--- config.mk ---
export PLATFORM = sky130hd
export DESIGN_NAME = nandc_host_if
export DESIGN_NICKNAME = d
export VERILOG_FILES = /design/src/rtl/nandc_pkg.sv /design/src/rtl/nandc_decode.sv /design/src/rtl/nandc_mode_ctl.sv /design/src/rtl/nandc_irq_ctl.sv /design/src/rtl/nandc_data_port.sv /design/src/rtl/nandc_host_if.sv
export SDC_FILE = /design/constraint.sdc
export NUM_CORES = 1
export LEC_CHECK = 0
export ABC_AREA = 0
export BUFFER_PORTS_ARGS = -buffer_cell sky130_fd_sc_hd__buf_2
export CORE_MARGIN = 2
export CORE_UTILIZATION = 45
export DETAILED_ROUTE_END_ITERATION = 16
export PLACE_DENSITY_LB_ADDON = 0.12
export SLEW_MARGIN = 20
export SYNTH_ARGS = -nofsm -noshare
export SYNTH_HDL_FRONTEND = slang
export SYNTH_SLANG_ARGS = --single-unit
export TNS_END_PERCENT = 100
--- constraint.sdc ---
create_clock -name clk -period 1.15 [get_ports clk]
set_input_delay 0.1725 -clock clk [delete_from_list [all_inputs] [get_ports clk]]
set_output_delay 0.1725 -clock clk [all_outputs]
set_load 0.03 [all_outputs]
--- src/rtl/nandc_pkg.sv ---
package nandc_pkg;

  localparam int BYTE_W = 8;
  localparam int OFS_W  = 3;

  localparam logic [OFS_W-1:0] OFS_MODE = 3'd4;
  localparam logic [OFS_W-1:0] OFS_STAT = 3'd5;
  localparam logic [OFS_W-1:0] OFS_ISR  = 3'd6;
  localparam logic [OFS_W-1:0] OFS_IMR  = 3'd7;

  localparam int MB_CLE   = 0;
  localparam int MB_ALE   = 1;
  localparam int MB_SEL   = 4;
  localparam int MB_ECC   = 5;
  localparam int MB_WP    = 7;
  localparam int IRQ_MSTR = 7;
  localparam int ISR_DATA = 0;

  typedef enum logic [2:0] {
    SEL_DATA,
    SEL_MODE,
    SEL_STAT,
    SEL_ISR,
    SEL_IMR
  } sel_e;

  function automatic sel_e decode_ofs(input logic [OFS_W-1:0] a);
    if (a[OFS_W-1:2] == '0) return SEL_DATA;
    case (a)
      OFS_MODE: return SEL_MODE;
      OFS_STAT: return SEL_STAT;
      OFS_ISR:  return SEL_ISR;
      default:  return SEL_IMR;
    endcase
  endfunction

  // ECC engine clear is required for the reset (11) and enable (01) commands
  function automatic logic ecc_needs_clear(input logic [1:0] cmd);
    return (cmd == 2'b11) || (cmd == 2'b01);
  endfunction

  function automatic logic irq_level(input logic [BYTE_W-1:0] isr,
                                     input logic [BYTE_W-1:0] imr);
    return imr[IRQ_MSTR] && ((imr & isr) != '0);
  endfunction

endpackage

--- src/rtl/nandc_decode.sv ---
module nandc_decode
  import nandc_pkg::*;
(
  input  logic             host_wr,
  input  logic             host_rd,
  input  logic [OFS_W-1:0] host_addr,
  output sel_e             sel,
  output logic             wr_data,
  output logic             wr_mode,
  output logic             wr_isr,
  output logic             wr_imr,
  output logic             rd_take,
  output logic             rd_data
);

  always_comb begin
    sel     = decode_ofs(host_addr);
    wr_data = host_wr && (sel == SEL_DATA);
    wr_mode = host_wr && (sel == SEL_MODE);
    wr_isr  = host_wr && (sel == SEL_ISR);
    wr_imr  = host_wr && (sel == SEL_IMR);
    rd_take = host_rd && !host_wr;
    rd_data = rd_take && (sel == SEL_DATA);
  end

endmodule

--- src/rtl/nandc_mode_ctl.sv ---
module nandc_mode_ctl
  import nandc_pkg::*;
(
  input  logic              clk,
  input  logic              rst_n,
  input  logic              wr_mode,
  input  logic [BYTE_W-1:0] wdata,
  output logic [BYTE_W-1:0] mode_q,
  output logic              nand_cle,
  output logic              nand_ale,
  output logic              nand_ce_n,
  output logic              nand_wp,
  output logic [1:0]        ecc_cmd,
  output logic              ecc_clr
);

  logic clr_req;

  assign clr_req = wr_mode && ecc_needs_clear(wdata[MB_ECC+1:MB_ECC]);

  always_ff @(posedge clk or negedge rst_n) begin
    if (!rst_n) begin
      mode_q  <= '0;
      ecc_clr <= 1'b0;
    end else begin
      if (wr_mode) mode_q <= wdata;
      ecc_clr <= clr_req;
    end
  end

  always_comb begin
    nand_cle  = mode_q[MB_CLE];
    nand_ale  = mode_q[MB_ALE];
    nand_ce_n = !mode_q[MB_SEL];
    nand_wp   = mode_q[MB_WP];
    ecc_cmd   = mode_q[MB_ECC+1:MB_ECC];
  end

endmodule

--- src/rtl/nandc_irq_ctl.sv ---
module nandc_irq_ctl
  import nandc_pkg::*;
(
  input  logic              clk,
  input  logic              rst_n,
  input  logic              wr_isr,
  input  logic              wr_imr,
  input  logic              wr_data,
  input  logic [BYTE_W-1:0] wdata,
  output logic [BYTE_W-1:0] isr_q,
  output logic [BYTE_W-1:0] imr_q,
  output logic              irq
);

  always_ff @(posedge clk or negedge rst_n) begin
    if (!rst_n) begin
      isr_q <= '0;
      imr_q <= '0;
    end else begin
      if (wr_isr)       isr_q <= wdata;
      else if (wr_data) isr_q[ISR_DATA] <= 1'b1;
      if (wr_imr)       imr_q <= wdata;
    end
  end

  assign irq = irq_level(isr_q, imr_q);

endmodule

--- src/rtl/nandc_data_port.sv ---
module nandc_data_port
  import nandc_pkg::*;
#(
  parameter logic [BYTE_W-1:0] STAT_VALUE = 8'h14
) (
  input  logic              clk,
  input  logic              rst_n,
  input  logic              wr_data,
  input  logic              rd_take,
  input  sel_e              sel,
  input  logic [BYTE_W-1:0] wdata,
  input  logic [BYTE_W-1:0] mode_q,
  input  logic [BYTE_W-1:0] isr_q,
  input  logic [BYTE_W-1:0] imr_q,
  input  logic [BYTE_W-1:0] nand_io_in,
  output logic [BYTE_W-1:0] nand_io_out,
  output logic              nand_wr_stb,
  output logic [BYTE_W-1:0] host_rdata,
  output logic              host_rvalid
);

  logic [BYTE_W-1:0] rd_mux;

  always_comb begin
    case (sel)
      SEL_DATA: rd_mux = nand_io_in;
      SEL_MODE: rd_mux = mode_q;
      SEL_STAT: rd_mux = STAT_VALUE;
      SEL_ISR:  rd_mux = isr_q;
      default:  rd_mux = imr_q;
    endcase
  end

  always_ff @(posedge clk or negedge rst_n) begin
    if (!rst_n) begin
      nand_io_out <= '0;
      nand_wr_stb <= 1'b0;
      host_rdata  <= '0;
      host_rvalid <= 1'b0;
    end else begin
      nand_wr_stb <= wr_data;
      if (wr_data) nand_io_out <= wdata;
      host_rvalid <= rd_take;
      if (rd_take) host_rdata <= rd_mux;
    end
  end

endmodule

--- src/rtl/nandc_host_if.sv ---
module nandc_host_if
  import nandc_pkg::*;
#(
  parameter logic [7:0] STAT_VALUE = 8'h14
) (
  input  logic       clk,
  input  logic       rst_n,
  input  logic       host_wr,
  input  logic       host_rd,
  input  logic [2:0] host_addr,
  input  logic [7:0] host_wdata,
  output logic [7:0] host_rdata,
  output logic       host_rvalid,
  output logic [7:0] nand_io_out,
  input  logic [7:0] nand_io_in,
  output logic       nand_wr_stb,
  output logic       nand_rd_stb,
  output logic       nand_cle,
  output logic       nand_ale,
  output logic       nand_ce_n,
  output logic       nand_wp,
  output logic [1:0] ecc_cmd,
  output logic       ecc_clr,
  output logic       host_irq
);

  sel_e              sel;
  logic              wr_data, wr_mode, wr_isr, wr_imr, rd_take, rd_data;
  logic [BYTE_W-1:0] mode_q, isr_q, imr_q;

  nandc_decode u_decode (
    .host_wr   (host_wr),
    .host_rd   (host_rd),
    .host_addr (host_addr),
    .sel       (sel),
    .wr_data   (wr_data),
    .wr_mode   (wr_mode),
    .wr_isr    (wr_isr),
    .wr_imr    (wr_imr),
    .rd_take   (rd_take),
    .rd_data   (rd_data)
  );

  nandc_mode_ctl u_mode (
    .clk       (clk),
    .rst_n     (rst_n),
    .wr_mode   (wr_mode),
    .wdata     (host_wdata),
    .mode_q    (mode_q),
    .nand_cle  (nand_cle),
    .nand_ale  (nand_ale),
    .nand_ce_n (nand_ce_n),
    .nand_wp   (nand_wp),
    .ecc_cmd   (ecc_cmd),
    .ecc_clr   (ecc_clr)
  );

  nandc_irq_ctl u_irq (
    .clk     (clk),
    .rst_n   (rst_n),
    .wr_isr  (wr_isr),
    .wr_imr  (wr_imr),
    .wr_data (wr_data),
    .wdata   (host_wdata),
    .isr_q   (isr_q),
    .imr_q   (imr_q),
    .irq     (host_irq)
  );

  nandc_data_port #(.STAT_VALUE(STAT_VALUE)) u_data (
    .clk         (clk),
    .rst_n       (rst_n),
    .wr_data     (wr_data),
    .rd_take     (rd_take),
    .sel         (sel),
    .wdata       (host_wdata),
    .mode_q      (mode_q),
    .isr_q       (isr_q),
    .imr_q       (imr_q),
    .nand_io_in  (nand_io_in),
    .nand_io_out (nand_io_out),
    .nand_wr_stb (nand_wr_stb),
    .host_rdata  (host_rdata),
    .host_rvalid (host_rvalid)
  );

  assign nand_rd_stb = rd_data;

endmodule

==> results.cfg <==
[floorplanning]
rows = 23
dieHeight_microns = 69.61
core_sq_mm = 0.004058
dieArea_sq_mm = 0.004845
io_pins = 50
dieWidth_microns = 69.61
start_util = 0.4773

[run_status]
status = complete, but fails checks
violations = setup timing

[placement]
port_buffers = 49
hpwlAfterDp_mm = 3.663
dp_slack_ns = -0.1052
place_congestion = 0.8649

[global_route]
grt_pass1_wl_mm = 7.776
grt_pass1_vias = 1550
grt_usage = 0.2083
antenna_found_initial = 0
grt_max_degree = 14
grt_overflow_total = 0

[worst_setup_path]
cp-end-kind = output pin
cp.required_ns = 0.98
crit_fanout = 2
cp-start-kind = register
cp.arrival_ns = 1.23
critPathKind = reg -> out

[routing]
num_vias = 1543
met1Wirelength_mm = 2.064
ant_nets = 0
drtIter0Drc = 59
wl_met2_mm = 2.379
drt-pass1-iter-count = 4
met3WireLength_microns = 258
top_layer = met4
drc = 0
avgRoutedWirePerCell_microns = 16.55
wirelength_mm = 4.765
avgViaCountPerCell = 5.358

[yosys]
ys_ff_latch = 43
ys_top_cells_by_area = dfrtp_1, mux2_2, nand2_1, a21oi_1, nor4bb_1
synth_area_sq_mm = 0.001937
synth_top_area_share = 0.5556
synth.avg_cell_area_sq_um = 11.60
synth_top_cell_by_area = dfrtp_1
netlist_instances = 167
synth_nets = 190
yosys_warnings = 0
ys_seq_area_frac = 0.5556
synthDistinctLibCells = 32

[sta]
tightest_slew_ns = 0.3598
clock.fmax_mhz = 714.9
setup_viol = 1
finalMaxSlewViolations = 0
fin_crit_sh = 1.216
setup_tns_ns = -0.2488
min_period_ns = 1.399
hold_viol = 0
setup_slack_ns = -0.2488
rsz0062_at_grt = yes
max_slew_margin = 0.7601
clock_skew_ns = 0.004437

[finish]
synthToLayoutAreaGrowth_pct = 29.78
nets = 262
nFillCells = 333
drive_gt1_frac = 0.4832
insertedDiodeCount = 0
register_area_sq_mm = 0.001076
multi_input_area_sq_um = 802.0
postLayoutCoreUtil = 0.6195

[pwr]
p_leak_uw = 0.001234
irDropWorstVdd_v = 0.0008065
finalPower_uw = 4057
power.density_mw_per_mm2 = 1614

[min_path]
hp-class = in -> reg

[run]
cap_violations = 0

[cts]
path_clk_slew_ns = 0.08
cts_max_level = 2
clockBufferDepth = 2
cts_buffers = 5
cts_tree = done
post_cts_buffers = 0
cts_sinks = 43
root_buffer = clkbuf_8
insertion_delay_ns = 0.29
## per-layer routing
metal  up-vias  track usage
met2        56       0.3355
met1       739       0.2637
met5         -            0
li1        742            -
met4         0      0.08061
met3         6      0.06250
## where the power goes
part / internal [uW] / switching (uW)
Clock: 403 / 476
Sequential: 1780 / 207
Combinational: 528 / 667
Total: 2710 / 1350
## critical path, stage by stage, from the launching register on
cell and delay, ns:
dfrtp_1 0.40, a22oi_2 0.20, a41oi_2 0.16, buf_6 0.17
## cells by family after synthesis
kind of cell / Yosys count / synth area share
AO/OA/AOI/OAI: 34 / 0.1124
multiplexers: 24 / 0.1389
buffers and inverters: 15 / 0.04650
AND/OR/NAND/NOR: 51 / 0.1466
flip-flops: 43 / 0.5556
## sequential cells by signal, summed over array words and instances, names as in the netlist
signal              flops
u_data.host_rdata       8
u_data.nand_io_out      8
u_irq.imr_q             8
u_irq.isr_q             8
u_mode.mode_q           8
u_data.host_rvalid      1
u_data.nand_wr_stb      1
u_mode.ecc_clr          1
## through the flow
step                hold slack, ns  cell area, sq um  std cells
finish                      0.1251              2514        288
global route                0.1338              2514        288
CTS                         0.1127              2504        288
detailed placement          0.1038              2397        281
global placement           0.09228              2397        281
floorplan                  -0.1231              1947        167
## final cells by class
type / instances / share of cell area
Tap cell: 50 / 0.02489
Sequential cell: 43 / 0.4281
Inverter: 5 / 0.007964
Multi-Input combinational cell: 109 / 0.3191
Clock buffer: 5 / 0.02738
Clock inverter: 1 / 0.002987
Timing Repair Buffer: 75 / 0.1896
## cell usage after synthesis (all sizes together)
cell,n
a211oi,2
inv,4
a21oi,12
dfrtp,43
or2b,1
o21ai,5
nor2,6
nand2,27
nand2b,3
and2,1
a22o,1
nand4b,1
mux2,23
nor2b,2
buf,9
o22ai,2
clkinv,1
o31ai,3
o221ai,4
o211ai,1
nor4bb,5
a22oi,3
mux2i,1
nor3,1
a41oi,1
and3b,1
nand4,1
nand3,2
clkbuf,1
## worst paths after layout
check	start	depth (start not counted)	slack [ns]	end
max reg2reg	u_irq.isr_q[4]	3	0.15	u_data.host_rdata[4]
max in group asynchronous	rst_n	3	0.38	u_irq.imr_q[4]
min reg2reg	u_data.nand_io_out[3]	2	0.48	u_data.nand_io_out[3]
min	host_wdata[7]	3	0.13	u_data.nand_io_out[7]
max	u_irq.isr_q[2]	3	-0.25	host_irq
min in group asynchronous	rst_n	2	0.32	u_mode.mode_q[3]
## cells in the final DEF, fill, tap and decap left out, types with 3 or more instances in the layout
master | netlist | layout
clkbuf_8 | 0 | 5
buf_4 | 6 | 23
nor4bb_1 | 5 | 5
o21ai_0 | 5 | 5
nand2_1 | 26 | 26
mux2_2 | 23 | 23
dfrtp_1 | 43 | 43
a22oi_2 | 0 | 3
buf_2 | 2 | 47
o221ai_1 | 4 | 4
o31ai_1 | 3 | 3
inv_1 | 4 | 4
nor2_1 | 6 | 5
a21oi_1 | 12 | 11
## repair_timing
action                                  CTS  global route
pin swaps                                 0             1
resized for setup                         5             3
hold buffers                              1             0
endpoints found under the setup margin    1             3
endpoints found under the hold margin     9             0
Note: power is estimated with default switching activity, not from simulation.
